**src/rtl/split_tuner_pkg.sv**
```systemverilog
package split_tuner_pkg;

  // Phase of the search round; the codes appear on the phase output.
  typedef enum logic [1:0] {
    PH_RUN_CUR = 2'd0,
    PH_TRY_DEC = 2'd1,
    PH_TRY_INC = 2'd2
  } phase_e;

  // Winner of a round.
  typedef enum logic [1:0] {
    PICK_CUR = 2'd0,
    PICK_DEC = 2'd1,
    PICK_INC = 2'd2
  } pick_e;

endpackage

```
**src/rtl/split_tuner_miss_accum.sv**
```systemverilog
module split_tuner_miss_accum #(
  parameter int NSRC  = 2,
  parameter int CNT_W = 16
) (
  input  logic             clk,
  input  logic             rst_n,
  input  logic             clear,
  input  logic             enable,
  input  logic [NSRC-1:0]  strobe,
  output logic [CNT_W-1:0] total
);
  localparam int IW = $clog2(NSRC + 1);
  localparam logic [CNT_W-1:0] SAT = '1;

  logic [CNT_W-1:0] cnt_q;
  logic [NSRC-1:0]  gated;
  logic [IW-1:0]    hits;
  logic [CNT_W:0]   sum;

  assign gated = enable ? strobe : '0;

  // Count the set bits among this cycle's strobes.
  always_comb begin
    hits = '0;
    for (int i = 0; i < NSRC; i++) begin
      hits = hits + IW'(gated[i]);
    end
  end

  // The total includes the present cycle, so an epoch pulse sees its own strobes.
  assign sum   = {1'b0, cnt_q} + (CNT_W + 1)'(hits);
  assign total = sum[CNT_W] ? SAT : sum[CNT_W-1:0];

  always_ff @(posedge clk) begin
    if (!rst_n) begin
      cnt_q <= '0;
    end else if (clear) begin
      cnt_q <= '0;
    end else if (enable) begin
      cnt_q <= total;
    end
  end

endmodule

```
**src/rtl/split_tuner_select.sv**
```systemverilog
module split_tuner_select
  import split_tuner_pkg::*;
#(
  parameter int CNT_W = 16
) (
  input  logic [CNT_W-1:0] cnt_cur,
  input  logic [CNT_W-1:0] cnt_dec,
  input  logic [CNT_W-1:0] cnt_inc,
  input  logic             dec_ok,
  input  logic             inc_ok,
  output pick_e            pick
);
  logic [CNT_W-1:0] best;

  // Only a strictly lower count replaces the leader, so a tie goes to the
  // current split first and to the lower neighbour second.
  always_comb begin
    best = cnt_cur;
    pick = PICK_CUR;
    if (dec_ok && (cnt_dec < best)) begin
      best = cnt_dec;
      pick = PICK_DEC;
    end
    if (inc_ok && (cnt_inc < best)) begin
      pick = PICK_INC;
    end
  end

endmodule

```
**src/rtl/split_tuner_seq.sv**
```systemverilog
module split_tuner_seq
  import split_tuner_pkg::*;
#(
  parameter int TOTAL_UNITS = 16,
  parameter int MIN_UNITS   = 1,
  parameter int STEP_UNITS  = 1,
  parameter int AW          = 5,
  parameter int CNT_W       = 16
) (
  input  logic             clk,
  input  logic             rst_n,
  input  logic             start,
  input  logic             stop,
  input  logic             conv_exit_en,
  input  logic             epoch_end,
  input  logic [CNT_W-1:0] live_cnt,
  input  pick_e            pick,
  output logic             active,
  output phase_e           phase,
  output logic [AW-1:0]    base,
  output logic [CNT_W-1:0] cnt_cur_q,
  output logic [CNT_W-1:0] cnt_dec_q,
  output logic             dec_ok,
  output logic             inc_ok,
  output logic [AW-1:0]    trial_alloc
);
  localparam logic [AW-1:0] INIT_SPLIT = AW'(TOTAL_UNITS / 2);
  localparam logic [AW-1:0] STEP       = AW'(STEP_UNITS);
  localparam logic [AW-1:0] LOW_LIMIT  = AW'(MIN_UNITS + STEP_UNITS);
  localparam logic [AW-1:0] HIGH_LIMIT = AW'(TOTAL_UNITS - MIN_UNITS - STEP_UNITS);

  phase_e        phase_n;
  logic          decide;
  logic [AW-1:0] base_n;

  // Which neighbours keep both cores at or above the floor.
  assign dec_ok = (base >= LOW_LIMIT);
  assign inc_ok = (base <= HIGH_LIMIT);

  always_comb begin
    case (phase)
      PH_TRY_DEC: trial_alloc = base - STEP;
      PH_TRY_INC: trial_alloc = base + STEP;
      default:    trial_alloc = base;
    endcase
  end

  always_comb begin
    case (pick)
      PICK_DEC: base_n = base - STEP;
      PICK_INC: base_n = base + STEP;
      default:  base_n = base;
    endcase
  end

  // Next phase at an epoch pulse, skipping trials that are not allowed.
  always_comb begin
    decide  = 1'b0;
    phase_n = phase;
    case (phase)
      PH_RUN_CUR: begin
        if (dec_ok)      phase_n = PH_TRY_DEC;
        else if (inc_ok) phase_n = PH_TRY_INC;
        else             decide  = 1'b1;
      end
      PH_TRY_DEC: begin
        if (inc_ok) phase_n = PH_TRY_INC;
        else        decide  = 1'b1;
      end
      default: decide = 1'b1;
    endcase
    if (decide) phase_n = PH_RUN_CUR;
  end

  always_ff @(posedge clk) begin
    if (!rst_n) begin
      active    <= 1'b0;
      phase     <= PH_RUN_CUR;
      base      <= INIT_SPLIT;
      cnt_cur_q <= '0;
      cnt_dec_q <= '0;
    end else if (stop) begin
      active <= 1'b0;
      phase  <= PH_RUN_CUR;
    end else if (!active) begin
      if (start) begin
        active <= 1'b1;
        phase  <= PH_RUN_CUR;
      end
    end else if (epoch_end) begin
      phase <= phase_n;
      if (phase == PH_RUN_CUR) cnt_cur_q <= live_cnt;
      if (phase == PH_TRY_DEC) cnt_dec_q <= live_cnt;
      if (decide) begin
        base <= base_n;
        if (conv_exit_en && (pick == PICK_CUR)) active <= 1'b0;
      end
    end
  end

endmodule

```
**src/rtl/split_tuner.sv**
```systemverilog
module split_tuner
  import split_tuner_pkg::*;
#(
  parameter int TOTAL_UNITS = 16,
  parameter int MIN_UNITS   = 1,
  parameter int STEP_UNITS  = 1,
  parameter int NCORE       = 2,
  parameter int CNT_W       = 16,
  localparam int AW         = $clog2(TOTAL_UNITS + 1)
) (
  input  logic             clk,
  input  logic             rst_n,
  input  logic             start,
  input  logic             stop,
  input  logic             conv_exit_en,
  input  logic             epoch_tick,
  input  logic [NCORE-1:0] miss_strobe,
  output logic [AW-1:0]    alloc_core0,
  output logic [AW-1:0]    alloc_core1,
  output logic [1:0]       phase,
  output logic             active
);
  localparam logic [AW-1:0] TOTAL = AW'(TOTAL_UNITS);

  logic             act_q;
  phase_e           ph_q;
  logic [AW-1:0]    base_q;
  logic [AW-1:0]    trial_alloc;
  logic [CNT_W-1:0] live_cnt;
  logic [CNT_W-1:0] cnt_cur_q;
  logic [CNT_W-1:0] cnt_dec_q;
  logic [CNT_W-1:0] sel_cur;
  logic [CNT_W-1:0] sel_dec;
  logic             dec_ok;
  logic             inc_ok;
  logic             clr;
  pick_e            pick;

  // The counter restarts after every epoch pulse and stays at zero while idle.
  assign clr = !act_q || epoch_tick || stop;

  split_tuner_miss_accum #(
    .NSRC  (NCORE),
    .CNT_W (CNT_W)
  ) u_accum (
    .clk    (clk),
    .rst_n  (rst_n),
    .clear  (clr),
    .enable (act_q),
    .strobe (miss_strobe),
    .total  (live_cnt)
  );

  // The epoch now ending supplies its count live; earlier epochs come from registers.
  assign sel_cur = (ph_q == PH_RUN_CUR) ? live_cnt : cnt_cur_q;
  assign sel_dec = (ph_q == PH_TRY_DEC) ? live_cnt : cnt_dec_q;

  split_tuner_select #(
    .CNT_W (CNT_W)
  ) u_select (
    .cnt_cur (sel_cur),
    .cnt_dec (sel_dec),
    .cnt_inc (live_cnt),
    .dec_ok  (dec_ok),
    .inc_ok  (inc_ok),
    .pick    (pick)
  );

  split_tuner_seq #(
    .TOTAL_UNITS (TOTAL_UNITS),
    .MIN_UNITS   (MIN_UNITS),
    .STEP_UNITS  (STEP_UNITS),
    .AW          (AW),
    .CNT_W       (CNT_W)
  ) u_seq (
    .clk          (clk),
    .rst_n        (rst_n),
    .start        (start),
    .stop         (stop),
    .conv_exit_en (conv_exit_en),
    .epoch_end    (epoch_tick),
    .live_cnt     (live_cnt),
    .pick         (pick),
    .active       (act_q),
    .phase        (ph_q),
    .base         (base_q),
    .cnt_cur_q    (cnt_cur_q),
    .cnt_dec_q    (cnt_dec_q),
    .dec_ok       (dec_ok),
    .inc_ok       (inc_ok),
    .trial_alloc  (trial_alloc)
  );

  assign alloc_core0 = trial_alloc;
  assign alloc_core1 = TOTAL - trial_alloc;
  assign phase       = ph_q;
  assign active      = act_q;

endmodule

```
**config.mk**
```make
export PLATFORM = sky130hd
export DESIGN_NAME = split_tuner
export DESIGN_NICKNAME = d
export VERILOG_FILES = /design/src/rtl/split_tuner_pkg.sv /design/src/rtl/split_tuner_miss_accum.sv /design/src/rtl/split_tuner_select.sv /design/src/rtl/split_tuner_seq.sv /design/src/rtl/split_tuner.sv
export SDC_FILE = /design/constraint.sdc
export NUM_CORES = 1
export LEC_CHECK = 0
export BUFFER_PORTS_ARGS = -buffer_cell sky130_fd_sc_hd__buf_2
export CAP_MARGIN = 15
export CELL_PAD_IN_SITES_DETAIL_PLACEMENT = 0
export CELL_PAD_IN_SITES_GLOBAL_PLACEMENT = 1
export CORE_ASPECT_RATIO = 0.7
export CORE_MARGIN = 2
export CORE_UTILIZATION = 43
export CTS_CLUSTER_SIZE = 20
export DETAILED_ROUTE_END_ITERATION = 10
export GPL_TIMING_DRIVEN = 0
export HOLD_SLACK_MARGIN = 0.03
export PLACE_DENSITY = 0.73
export SKIP_LAST_GASP = 1
export SYNTH_ARGS = -nofsm -noshare
export SYNTH_HDL_FRONTEND = slang
export SYNTH_SLANG_ARGS = --single-unit
```
**constraint.sdc**
```tcl
create_clock -name clk -period 10.6 [get_ports clk]
set_clock_uncertainty 0.15 [all_clocks]
set_input_delay 0.53 -clock clk [delete_from_list [all_inputs] [get_ports clk]]
set_output_delay 0.53 -clock clk [all_outputs]
set_load 0.01 [all_outputs]
```
== Word level (Yosys, flattened, before mapping) ==
Index checks and enable logic that the tools add are counted.
Operators by class
  $add $sub $neg: 5
  multipliers: 0
  divide/modulo/power cells: 0
  order comparisons: 4
  eq/ne operators: 6
  shifts and indexed selects: 0
  multiplexer cells: 24
  bitwise operators: 2
  reductions and logical operators: 15
Operators by type and width (count)
  $mux W16: 4
  $lt A16 B16 Y1: 2
  $pmux W5 S2: 2
  $add A16 B2 Y17: 1
  $mux W2: 8
  $mux W1: 8
  $reduce_and A3 Y1: 2
  $add A5 B1 Y5 const B: 1
  $ge A5 B2 Y1 const B: 1
  $le A5 B4 Y1 const B: 1
  $reduce_and A5 Y1: 1
  $sub A5 B1 Y5 const B: 1
  $sub A5 B5 Y5 const A: 1
  $eq A2 B1 Y1 const B: 2
  $eq A2 B2 Y1 const B: 2
  $logic_not A2 Y1: 2
  $ne A4 B4 Y1 const B: 1
  $pmux W2 S2: 1
  $reduce_bool A2 Y1: 2
  $reduce_or A2 Y1: 2
  $logic_and A1 B1 Y1: 3
  $add A1 B1 Y2: 1
  $logic_or A1 B1 Y1: 2
  $ne A2 B2 Y1 const B: 1
  3 further kinds: 4
Storage, ports and cells
  register bits after elaboration: 56
  bits in latches: 0
  bits in writable memories: 0
  memory bits (read-only): 0
  output and inout port bits: 13
  memories kept: 0

== Logic depth before layout (Yosys ltp) ==
Gate-level depths: netlist (run 1).
  word-level depth: 17
  depth in mapped cells: 31

== Cells and area by module ==
From an unflattened synthesis (run 1), not the netlist that was laid out.
Second synthesis, totals
  cells, all modules: 539
  area, all modules: 4501.8 um^2
Modules (own cells, without submodules)
  split_tuner_seq: times used 1, cells each 241, area each 1995.7 um^2, seq. area each 800.8 um^2
  split_tuner_miss_accum: times used 1, cells each 136, area each 1099.8 um^2, seq. area each 320.3 um^2
  split_tuner_select: times used 1, cells each 115, area each 924.6 um^2, seq. area each 0.0 um^2
  split_tuner: times used 1, cells each 47, area each 481.7 um^2, seq. area each 0.0 um^2

== Worst setup path before layout (run 1) ==
Ideal clock, no wire load.
  path kind: input to register
  start point: input miss_strobe[0]
  end point: register u_seq.base[3]
  setup time: 0.123 ns
  arrival time: 6.308 ns
  data required time: 10.327 ns
  slack: 4.018 ns
  stages: 29
  path buffers: 2
  cells stage by stage: and2_1 > fa_1 > and3_1 > and2_1 > nand2_1 > or4_1 > xor2_1 > and2_1 > a21oi_1 > inv_1 > ha_1 > nand4_1 > nor4_1 > nand3_1 > a2111oi_2 > a211oi_4 > clkbuf_1 > clkbuf_1 > nor2_1 > a21oi_1 > ha_1 > a21oi_1 > nor2b_1 > o21ai_0 > nand2b_1 > or4_4 > a211oi_4 > mux2i_1 > mux2_1
On the way
  word-level cells in the longest chain between the ends: 14
Ends and longest elaborated chain
  start, declared: line split_tuner.sv:17  | input logic [NCORE-1:0] miss_strobe,
  $mux W2 *: line split_tuner_miss_accum.sv:20  | assign gated = enable ? strobe : '0;
  $add A1 B1 Y2 *: line split_tuner_miss_accum.sv:26  | hits = hits + IW'(gated[i]);
  $add A16 B2 Y17 *: line split_tuner_miss_accum.sv:31  | assign sum = {1'b0, cnt_q} + (CNT_W + 1)'(hits);
  $mux W16 *: line split_tuner_miss_accum.sv:32  | assign total = sum[CNT_W] ? SAT : sum[CNT_W-1:0];
  $mux W16
  $lt A16 B16 Y1: line split_tuner_select.sv:20  | if (dec_ok && (cnt_dec < best)) begin
  $logic_and A1 B1 Y1: line split_tuner_select.sv:20
  $mux W16: line split_tuner_select.sv:20
  $lt A16 B16 Y1: line split_tuner_select.sv:24  | if (inc_ok && (cnt_inc < best)) begin
  $logic_and A1 B1 Y1: line split_tuner_select.sv:24
  $mux W2 *: line split_tuner_select.sv:24
  $eq A2 B1 Y1 or $eq A2 B2 Y1 (tied branches): line split_tuner_seq.sv:49  | case (pick)
  $reduce_bool A2 Y1 (no line)
  $reduce_and A5 Y1 (no line)
  end signal, assigned: line split_tuner_seq.sv:95  | base <= base_n;
  end, declared: line split_tuner_seq.sv:20  | output logic [AW-1:0] base,
Every way passes the cells marked *; elsewhere a longest branch is shown, timed or not.
A chain may end at the register's enable or synchronous reset.

== Worst setup path in the final report (run 1) ==
  start point: register u_seq.active
  end point: register u_seq.base[3]
On the way
  word-level cells in the longest chain between the ends: 14
Ends and longest elaborated chain
  start, declared: line split_tuner_seq.sv:18  | output logic active,
  start signal, assigned: line split_tuner_seq.sv:77  | active <= 1'b0;
  start signal, assigned: line split_tuner_seq.sv:83  | active <= 1'b0;
  start signal, assigned: line split_tuner_seq.sv:87  | active <= 1'b1;
  $mux W2: line split_tuner_miss_accum.sv:20
  $add A1 B1 Y2: line split_tuner_miss_accum.sv:26
  $add A16 B2 Y17: line split_tuner_miss_accum.sv:31
  $mux W16: line split_tuner_miss_accum.sv:32
  $mux W16
  $lt A16 B16 Y1: line split_tuner_select.sv:20
  $logic_and A1 B1 Y1: line split_tuner_select.sv:20
  $mux W16: line split_tuner_select.sv:20
  $lt A16 B16 Y1: line split_tuner_select.sv:24
  $logic_and A1 B1 Y1: line split_tuner_select.sv:24
  $mux W2: line split_tuner_select.sv:24
  $eq A2 B1 Y1 or $eq A2 B2 Y1 (tied branches): line split_tuner_seq.sv:49
  $reduce_bool A2 Y1 (no line)
  $reduce_and A5 Y1 (no line)
Parallel ways exist; a longest one is shown, timed or not.

==> results of run 1 <==
==> area by class of cell <==
type                            instances  area share
Multi-Input combinational cell        433       0.602
Sequential cell                        56       0.250
Tap cell                              124      0.0346
Inverter                               39      0.0327
Clock buffer                            7      0.0296
Buffer                                 32      0.0277
Timing Repair Buffer                   19      0.0212
Clock inverter                          1     0.00196
==> state kept, by name, indices dropped and copies added (netlist names) <==
register and count:
u_accum.cnt_q 16, u_seq.cnt_cur_q 16, u_seq.cnt_dec_q 16, u_seq.base 5
u_seq.phase 2, u_seq.active 1
==> how the worst max path moves through the flow <==
stage,startpoint,endpoint,slack [ps]
after CTS,u_seq.active,u_seq.base[3],2310
after detailed placement,miss_strobe[0],u_seq.base[3],2240
after global placement,miss_strobe[0],u_seq.base[3],2330
after floorplan,miss_strobe[0],u_seq.base[3],4020
final,u_seq.active,u_seq.base[3],2190
after global routing,u_seq.active,u_seq.base[3],1640
==> where the power goes <==
part | switching (µW) | leakage, µW | internal, µW
Combinational | 44.4 | 0.00133 | 22.8
Clock | 80.6 | 0.0000681 | 88.7
Sequential | 0.877 | 0.000451 | 211
==> worst register-to-register path: cells and delay by family (launching register included) <==
kind,cells,cell delay [ps]
muxes,2,610
DFF,1,460
and+or+nand+nor,12,3040
adders and majority gates,4,1160
AOI/OAI and AO/OA,7,1680
buffers and inverters,4,1200
==> layout by cell type (no fill, tap or decap), types with 12 or more instances in the layout <==
cell type and n:
o21ai_0 12, inv_1 38, buf_2 19, mux2i_1 18, dfxtp_1 56, nor3_1 12
clkbuf_1 30, a21oi_1 85, nand2_1 74, ha_1 35, nand3_1 14, nor2_1 77
==> cells by family after synthesis <==
family / count (synthesis) / share of synthesized area
xor gates and xnor gates: 17 / 0.0364
adders and majority gates: 36 / 0.112
buffers and inverters: 71 / 0.0661
AOI/OAI and AO/OA: 129 / 0.192
and+or+nand+nor: 225 / 0.253
DFF: 56 / 0.274
muxes: 26 / 0.0661
==> stage by stage <==
stage               hold WS (ps)  utilization  cells  power [µW]  instance area, µm²
floorplan                    287            -    560         262                4090
finish                       307        0.490    711         448                4480
detailed placement           297        0.474    703         283                4340
global route                 324        0.490    711         466                4480
CTS                          307        0.490    711         451                4480
global placement             291        0.474    703         281                4340
==> metal layers <==
metal  GRT usage  wire, µm
met1       0.389      6550
met2       0.341      4830
met3      0.0525       944
met4      0.0655       153
met5           0         0
==> results.tsv, run 1 <==
stage	metric	value	unit
clocking	htreeDepth	2	
global_route	overflow	0	
clocking	cts_setup_buffers	0	
worst_setup_path	end_kind	flip-flop	
detailed_routing	initialDrtViolationCount	316	
cells_and_area	insertedDiodeCount	0	
global_route	grt_pass1_vias	3634	
cells_and_area	final_layout_size_suffix_gt1_frac	0.0716	
worst_setup_path	crit_path_top_delay_cell	nor4_1	
timing	min_period	8410	ps
logic_synthesis	synth_edf_count	0	
die	dieWidth	121	µm
min_path	hp-start	u_seq.cnt_cur_q[3]	
global_route	grt_start_max_net_pins	17	
global_route	grt_pass1_wl	19600	µm
clocking	cts_tree	yes	
cells_and_area	multi_input_area	2700	µm²
worst_setup_path	start_kind	flip-flop	
logic_synthesis	yosysTopAreaCell	dfxtp_1	
worst_setup_path	cp_top_family	simple AND/OR/NAND/NOR gates	
logic_synthesis	yosysSeqAreaShare	0.274	
logic_synthesis	syn_inst	560	
die	die_y	85.6	µm
pwr	powerDensity	100	nW/µm²
clocking	clk_pin_slew_worst_paths	80	ps
timing	rsz0062_at_grt	false	
placement	place_hpwl	9350	µm
detailed_routing	via_per_inst	5.60	
worst_setup_path	critPathKind	reg -> reg	
placement	gp_congestion	0.881	
timing	setup_ws	2190	ps
worst_setup_path	max_stage_delay	740	ps
cells_and_area	regArea	1120	µm²
die	dieArea	10300	µm²
logic_synthesis	syn_area	4090	µm²
detailed_routing	wl_per_cell	17.5	µm
global_route	antenna_found_initial	0	
logic_synthesis	yosysWarnings	0	
logic_synthesis	syn-num-nets	604	
detailed_routing	wirelength	12500	µm
outcome	status	finished, final reports clean	
pwr	power_leakage	0.00185	µW
worst_setup_path	crit_arrival	8450	ps
logic_synthesis	async_flop_share	0	
logic_synthesis	ys_types	52	
worst_setup_path	cp.depth	29	
clocking	hold_buffers	0	
timing	setup_violations	0	
logic_synthesis	synth_seq_cells	56	
logic_synthesis	ys.flop_type	dfxtp_1	
cells_and_area	synthToLayoutAreaGrowth	9.58	%
timing	post-route-period-util	0.793	
clocking	clock-sinks	56	
worst_setup_path	critical_path.max_fanout	10	
clocking	clk_latency	300	ps
timing	finalMaxSlewViolations	0	
timing	setup_tns	0	ps
timing	max_freq	119	MHz
die	core-area	9140	µm²
worst_setup_path	crit_required	10640	ps
placement	pre_cts_slack	2240	ps
min_path	whs_endpoint	u_seq.cnt_cur_q[3]	
logic_synthesis	yosysMostFrequentCell	a21oi_1	
logic_synthesis	synthTopCellsByArea	dfxtp_1 (27%), ha_1 (11%), a21oi_1 (10%)	
die	rows	29	
die	initial_core_util	0.447	
worst_setup_path	rrSetupSlack	2190	ps
run	maxCapViolations	0	
clocking	cts_buffer_depth	2	
timing	maxSlewHeadroom	0.463	
pwr	ir_drop	55.1	µV
placement	port_buffers	19	
worst_setup_path	crit_buf_inv	4	
cells_and_area	n_fill_cell	944	
timing	worst_slew_pin_slew	803	ps
worst_setup_path	ff2ff_path_depth	29	
logic_synthesis	synth_area_per_cell	7.30	µm²
detailed_routing	route.detailed.drc	0	
worst_setup_path	r2r_start	u_seq.active	
min_path	hold_path.class	reg -> reg	
worst_setup_path	r2r-end	u_seq.base[3]	
detailed_routing	ant_nets	0	
cells_and_area	fin_nets	630	
clocking	clock-root-buffer	clkbuf_16	
detailed_routing	dr.pass1.iters	5	
clocking	cts_resized	0	
min_path	worstHoldPathCells	2	
die	io_pins	21	
logic_synthesis	ys_top_cells_by_count	a21oi_1 (85), nor2_1 (77), nand2_1 (74), dfxtp_1 (56), inv_1 (38)	
global_route	grt_usage	0.249	
clocking	cts_buffers	5	
detailed_routing	num_vias	3979	
timing	finalHoldViolations	0	
logic_synthesis	synth_top_area_share	0.274	
Note: power is estimated with default switching activity, not from simulation.
==> run 2, diff against run 1 <==
--- a/config.mk
+++ b/config.mk
@@ -11,7 +11,7 @@
 export CELL_PAD_IN_SITES_GLOBAL_PLACEMENT = 1
 export CORE_ASPECT_RATIO = 0.7
 export CORE_MARGIN = 2
-export CORE_UTILIZATION = 43
+export CORE_UTILIZATION = 41
 export CTS_CLUSTER_SIZE = 20
 export DETAILED_ROUTE_END_ITERATION = 10
 export GPL_TIMING_DRIVEN = 0
==> constraint.sdc (replaced) <==
create_clock -name clk -period 6.8 [get_ports clk]
set_clock_uncertainty 0.15 [all_clocks]
set_input_delay 0.34 -clock clk [delete_from_list [all_inputs] [get_ports clk]]
set_output_delay 0.34 -clock clk [all_outputs]
set_load 0.01 [all_outputs]
==> run 2 against run 1 <==
  * Largest cell class unchanged
  * Sequential share of layout area down 1.4 points
  * Design area rose by 6.3%
  * First-iteration DRC count decreased by 1.3%
  * Critical endpoint unchanged
==> results.tsv, run 2 (same netlist as run 1, synthesis figures left out) <==
stage	metric	value	unit
outcome	status	finished, final reports clean	
timing	finalMaxSlewViolations	0	
run	maxCapViolations	0	
clocking	clk_latency	300	ps
clocking	cts_tree	yes	
timing	min_period	6530	ps
cells_and_area	n_fill_cell	975	
placement	place_area	4340	µm²
die	dieArea	10800	µm²
cells_and_area	insertedDiodeCount	0	
pwr	p_sw	203	µW
die	dieWidth	123	µm
global_route	grt_start_max_net_pins	17	
timing	setup_ws	273	ps
worst_setup_path	rrSetupSlack	270	ps
pwr	switching_share	0.264	
global_route	grt_pass1_wl	19300	µm
cells_and_area	layout_common_cells	nor2_1 (76), a21oi_1 (76), nand2_1 (73), dfxtp_1 (55), inv_1 (37)	
clocking	hold_buffers	0	
pwr	power_frac_seq	0.430	
pwr	powerDensity	161	nW/µm²
die	die_y	87.5	µm
cells_and_area	regArea	1120	µm²
clocking	clock-sinks	56	
cells_and_area	fin_util	0.492	
timing	setup_violations	0	
timing	rsz0062_at_grt	false	
pwr	clkPwrFrac	0.390	
cells_and_area	stdcell_area	4760	µm²
cells_and_area	top_regs	u_accum.cnt_q: 16 flops, u_seq.cnt_cur_q: 16 flops, u_seq.cnt_dec_q: 16 flops	
cells_and_area	final_layout_size_suffix_gt1_frac	0.145	
clocking	cts_buffers	5	
timing	finalHoldViolations	0	
min_path	hold_path.class	in -> reg	
placement	pre_cts_slack	-1450	ps
global_route	grt_pass1_vias	3510	
placement	place_hpwl	9200	µm
clocking	htreeDepth	2	
cells_and_area	multi_input_area	2840	µm²
worst_setup_path	path_common_cell	and2_4	
detailed_routing	ant_nets	0	
detailed_routing	via_per_inst	5.50	
pwr	combPwrFrac	0.180	
worst_setup_path	max_stage_delay	490	ps
die	rows	30	
die	core-area	9680	µm²
worst_setup_path	crit_arrival	6560	ps
worst_setup_path	start_kind	flip-flop	
pwr	power	767	µW
placement	port_buffers	19	
worst_setup_path	crit_required	6830	ps
timing	post-route-period-util	0.960	
pwr	power_leakage	0.00198	µW
detailed_routing	wl_per_cell	17.4	µm
pwr	ir_drop	84.5	µV
timing	max_freq	153	MHz
detailed_routing	wirelength	12600	µm
worst_setup_path	end_kind	flip-flop	
timing	worst_slew_pin_slew	781	ps
worst_setup_path	crit_path_top_delay_cell	or4_4	
worst_setup_path	critPathKind	reg -> reg	
cells_and_area	synthToLayoutAreaGrowth	16.5	%
detailed_routing	dr.pass1.iters	5	
clocking	clock-root-buffer	clkbuf_16	
die	initial_core_util	0.422	
pwr	p_int	564	µW
cells_and_area	fin_nets	638	
detailed_routing	route.detailed.drc	0	
detailed_routing	num_vias	3976	
clocking	cts_buffer_depth	2	
global_route	antenna_found_initial	0	
placement	gp_congestion	0.863	
timing	maxSlewHeadroom	0.477	
worst_setup_path	critical_path.max_fanout	10	
global_route	grt_usage	0.238	
global_route	overflow	0	
detailed_routing	initialDrtViolationCount	312	
die	io_pins	21	
clocking	clk_pin_slew_worst_paths	80	ps
run 2: cell count changes in the layout (fill, tap and decap cells not counted), moves of 2 or more:
cell and delta:
a21oi_4 +2, clkbuf_2 +2, and2_1 -5, buf_1 -3, clkbuf_8 +2, buf_2 +3, and2_4 +5, a21oi_2 +7
a21oi_1 -9, ha_1 -2, buf_4 +8, clkbuf_1 -7
run 2: critical path: cells and delay by family (launching register included):
family / cells / cell delay (ps)
adder cells (fa/ha/maj): 3 / 770
multiplexers: 2 / 610
buffers and inverters: 3 / 410
AO/OA/AOI/OAI: 7 / 1290
XOR/XNOR: 1 / 150
AND/OR/NAND/NOR: 12 / 2660
flip-flops: 1 / 360
run 2: power groups by stage:
stage,sequential [µW],combinational [µW],clock [µW]
floorplan,338,71.0,0
global placement,338,101,0
detailed placement,338,102,0
CTS,330,132,309
global route,330,146,323
finish,330,138,300
run 2: final timing paths:
check | startpoint | to | cells past startpoint
worst max-delay path | u_seq.active | u_seq.base[3] | 28
worst min-delay path | start | u_seq.active | 3
worst max register to register | u_seq.active | u_seq.base[3] | 28
worst min register to register | u_seq.cnt_dec_q[6] | u_seq.cnt_dec_q[6] | 2
run 2: layout make-up:
type / count / share of cell area
Clock inverter: 2 / 0.00736
Inverter: 39 / 0.0307
Tap cell: 128 / 0.0336
Multi-Input combinational cell: 433 / 0.597
Sequential cell: 56 / 0.236
Clock buffer: 6 / 0.0271
Buffer: 32 / 0.0347
Timing Repair Buffer: 27 / 0.0334
run 2: metal layers:
metal,vias to the layer above,track usage,share of wire
met5,-,0,0
met4,0,0.0496,0.0094
met3,8,0.0465,0.079
met2,113,0.336,0.41
met1,1867,0.371,0.50
li1,1988,-,-
run 2: stage by stage:
| stage | TNS, ps | hold WS, ps | std cells |
|---|---|---|---|
| detailed placement | -7150 | 297 | 707 |
| global route | 0 | 194 | 723 |
| floorplan | 0 | 287 | 560 |
| global placement | -7020 | 291 | 707 |
| finish | 0 | 153 | 723 |
| CTS | 0 | 147 | 722 |
run 2: what timing repair did:
action / CTS / global route
gates cloned: 0 / 0
setup buffers: 7 / 1
endpoints found under the setup margin: 6 / 6
pin swaps: 7 / 8
resized for setup: 34 / 24
==> run 3, diff against run 2 <==
--- a/config.mk
+++ b/config.mk
@@ -5,18 +5,20 @@
 export SDC_FILE = /design/constraint.sdc
 export NUM_CORES = 1
 export LEC_CHECK = 0
+export ABC_AREA = 1
 export BUFFER_PORTS_ARGS = -buffer_cell sky130_fd_sc_hd__buf_2
 export CAP_MARGIN = 15
 export CELL_PAD_IN_SITES_DETAIL_PLACEMENT = 0
 export CELL_PAD_IN_SITES_GLOBAL_PLACEMENT = 1
 export CORE_ASPECT_RATIO = 0.7
 export CORE_MARGIN = 2
-export CORE_UTILIZATION = 41
+export CORE_UTILIZATION = 40
+export CTS_CLUSTER_DIAMETER = 60
 export CTS_CLUSTER_SIZE = 20
 export DETAILED_ROUTE_END_ITERATION = 10
 export GPL_TIMING_DRIVEN = 0
 export HOLD_SLACK_MARGIN = 0.03
-export PLACE_DENSITY = 0.73
+export PLACE_DENSITY = 0.85
 export SKIP_LAST_GASP = 1
 export SYNTH_ARGS = -nofsm -noshare
 export SYNTH_HDL_FRONTEND = slang
==> run 3 against run 2 <==
  * Sequential share of layout area rose by 1.3 points
  * Clock power fell by 10%
  * Register-to-register slack improved by 290 ps
  * Cell count rose by 7.9%
  * First-iteration DRC count did not move
  * Combinational power rose by 31%
  * Power rose by 2.5%
  * Largest cell class unchanged
  * Maximum frequency rose by 4.7%
==> results.tsv, run 3 <==
stage	metric	value	unit
worst_setup_path	critical_path.max_fanout	10	
die	dieWidth	125	µm
clocking	clock-root-buffer	clkbuf_16	
logic_synthesis	synth_edf_count	0	
timing	max_freq	160	MHz
detailed_routing	wirelength	11100	µm
logic_synthesis	async_flop_share	0	
timing	min_period	6230	ps
clocking	htreeDepth	2	
detailed_routing	via_per_inst	5.17	
min_path	hold_path.class	in -> reg	
global_route	grt_pass1_vias	3648	
worst_setup_path	max_stage_delay	470	ps
global_route	grt_pass1_wl	18100	µm
detailed_routing	ant_nets	0	
die	initial_core_util	0.417	
cells_and_area	fin_nets	695	
timing	post-route-period-util	0.917	
pwr	p_sw	247	µW
pwr	ir_drop	101	µV
logic_synthesis	syn-num-nets	668	
logic_synthesis	yosys.area_share.simple	0.268	
die	die_y	88.5	µm
logic_synthesis	synth_top_family_by_area	simple AND/OR/NAND/NOR gates	
logic_synthesis	yosysTopAreaCell	dfxtp_1	
worst_setup_path	crit_arrival	6280	ps
worst_setup_path	crit_required	6840	ps
logic_synthesis	synthTopCellsByArea	dfxtp_1 (27%), nand2_1 (12%), ha_1 (11%)	
logic_synthesis	ys.flop_type	dfxtp_1	
timing	maxSlewHeadroom	0.579	
die	io_pins	21	
clocking	clk_latency	300	ps
worst_setup_path	path_common_cell	nor2_1	
run	maxCapViolations	0	
pwr	switching_share	0.314	
pwr	power_leakage	0.00225	µW
detailed_routing	num_vias	4034	
die	core-area	9800	µm²
detailed_routing	dr.pass1.iters	5	
timing	worst_slew_pin_slew	629	ps
global_route	grt_usage	0.208	
pwr	powerDensity	175	nW/µm²
worst_setup_path	end_kind	flip-flop	
logic_synthesis	synthAdderAreaFrac	0.112	
worst_setup_path	critPathKind	reg -> reg	
clocking	cts_buffers	5	
outcome	status	finished, final reports clean	
logic_synthesis	yosysSeqAreaShare	0.275	
pwr	power_frac_seq	0.427	
placement	place_hpwl	8640	µm
pwr	clkPwrFrac	0.343	
logic_synthesis	synthXorXnorAreaFrac	0.0193	
placement	gp_congestion	0.931	
detailed_routing	wl_per_cell	14.3	µm
timing	rsz0062_at_grt	false	
detailed_routing	initialDrtViolationCount	312	
clocking	cts_tree	yes	
logic_synthesis	synth_top_area_share	0.275	
min_path	worstHoldPathCells	3	
die	rows	30	
cells_and_area	final_common_cell	nand2_1	
logic_synthesis	yosysMostFrequentCell	nand2_1	
cells_and_area	top_regs	u_accum.cnt_q: 16 flops, u_seq.cnt_cur_q: 16 flops, u_seq.cnt_dec_q: 16 flops	
worst_setup_path	crit_path_top_delay_cell	dfxtp_1	
pwr	power	787	µW
logic_synthesis	ys_types	40	
clocking	clock-sinks	56	
cells_and_area	n_fill_cell	996	
clocking	cts_buffer_depth	2	
logic_synthesis	syn_inst	624	
clocking	clk_pin_slew_worst_paths	70	ps
global_route	antenna_found_initial	0	
placement	port_buffers	20	
cells_and_area	insertedDiodeCount	0	
detailed_routing	route.detailed.drc	0	
timing	setup_violations	0	
logic_synthesis	synth_seq_cells	56	
timing	finalMaxSlewViolations	0	
timing	setup_tns	0	ps
pwr	p_int	540	µW
global_route	grt_start_max_net_pins	17	
cells_and_area	layout_common_cells	nand2_1 (130), inv_1 (96), o21ai_0 (85), dfxtp_1 (56), nor2_1 (47)	
logic_synthesis	ys_top_cells_by_count	nand2_1 (130), inv_1 (96), o21ai_0 (86), dfxtp_1 (56), nor2_1 (47)	
global_route	overflow	0	
logic_synthesis	yosysWarnings	0	
cells_and_area	synthToLayoutAreaGrowth	10.2	%
logic_synthesis	synth_compound_area_frac	0.207	
worst_setup_path	start_kind	flip-flop	
logic_synthesis	synth_mux_area_frac	0.00245	
die	dieArea	11000	µm²
pwr	combPwrFrac	0.230	
cells_and_area	final_layout_size_suffix_gt1_frac	0.107	
worst_setup_path	ff2ff_path_depth	37	
logic_synthesis	synth_area_per_cell	6.54	µm²
logic_synthesis	syn_area	4080	µm²
timing	finalHoldViolations	0	
## run 3: changes by cell type in the layout (fill, tap and decap cells not counted), moves of 7 or more
| cell | previous run | this run |
|---|---|---|
| nand3_1 | 13 | 23 |
| nor3_1 | 11 | 4 |
| clkbuf_1 | 23 | 13 |
| nand2b_1 | 7 | 0 |
| a21oi_2 | 7 | 0 |
| nand2_2 | 1 | 10 |
| a21oi_1 | 76 | 45 |
| inv_1 | 37 | 96 |
| mux2i_1 | 18 | 1 |
| buf_4 | 9 | 1 |
| nand2_1 | 73 | 130 |
| o21ai_0 | 11 | 85 |
| nor2_1 | 76 | 47 |
## run 3: cell type report
type	instances	area [µm²]	share of cell area
well taps	128	160	0.0356
clock buffers	7	143	0.0317
inverters	102	383	0.0851
plain buffers	22	93.8	0.0209
clock inverters	1	7.51	0.00167
flip-flops and latches	56	1120	0.249
repair buffers	20	100	0.0222
multi-input cells	444	2490	0.554
## run 3: logic make-up after synthesis
logic type,Yosys count
simple gates,244
compound gates,154
buf+inv,124
flops,56
fa+ha+maj,36
xor+xnor,9
mux,1
## run 3: through the flow
step	hold slack, ps	worst slack [ps]	instances	utilization	area [µm²]
floorplan	281	1700	624	-	4080
detailed placement	299	255	772	0.443	4340
global route	158	1.31	780	0.459	4500
global placement	294	301	772	0.443	4340
finish	128	566	780	0.459	4500
CTS	124	223	780	0.458	4490
## run 3: metal layers
metal  track usage  vias to the layer above  share of wire
met4        0.0511                        0         0.0082
met1         0.310                     1862           0.53
met3        0.0320                        7          0.058
li1              -                     2072              -
met2         0.314                       93           0.41
met5             0                        -              0
## run 3: power by group through the flow
stage | combinational (µW) | clock, µW | sequential, µW
2_1_floorplan | 129 | 0 | 343
3_3_place_gp | 174 | 0 | 343
3_5_place_dp | 175 | 0 | 344
4_1_cts | 177 | 275 | 336
5_1_grt | 205 | 287 | 337
6_report | 181 | 270 | 336
## run 3: worst max-delay path: cells and delay by family, from the launching register on
family | cells | cell delay, ps
compound gates | 6 | 840
fa+ha+maj | 3 | 860
buf+inv | 7 | 940
flops | 1 | 470
simple gates | 21 | 2850
## run 3: what timing repair did
| action | CTS | global route |
|---|---|---|
| endpoints found under the setup margin | 0 | 6 |
| hold buffers | 0 | 0 |
| resized for setup | 0 | 6 |
| setup buffers | 0 | 0 |
## run 3: final timing paths
| check | from | endpoint | slack, ps |
|---|---|---|---|
| hold / removal | start | u_seq.active | 130 |
| setup reg to reg | u_seq.active | u_seq.base[4] | 570 |
| hold reg to reg | u_seq.cnt_dec_q[6] | u_seq.cnt_dec_q[6] | 310 |
| setup / recovery | u_seq.active | u_seq.base[4] | 570 |
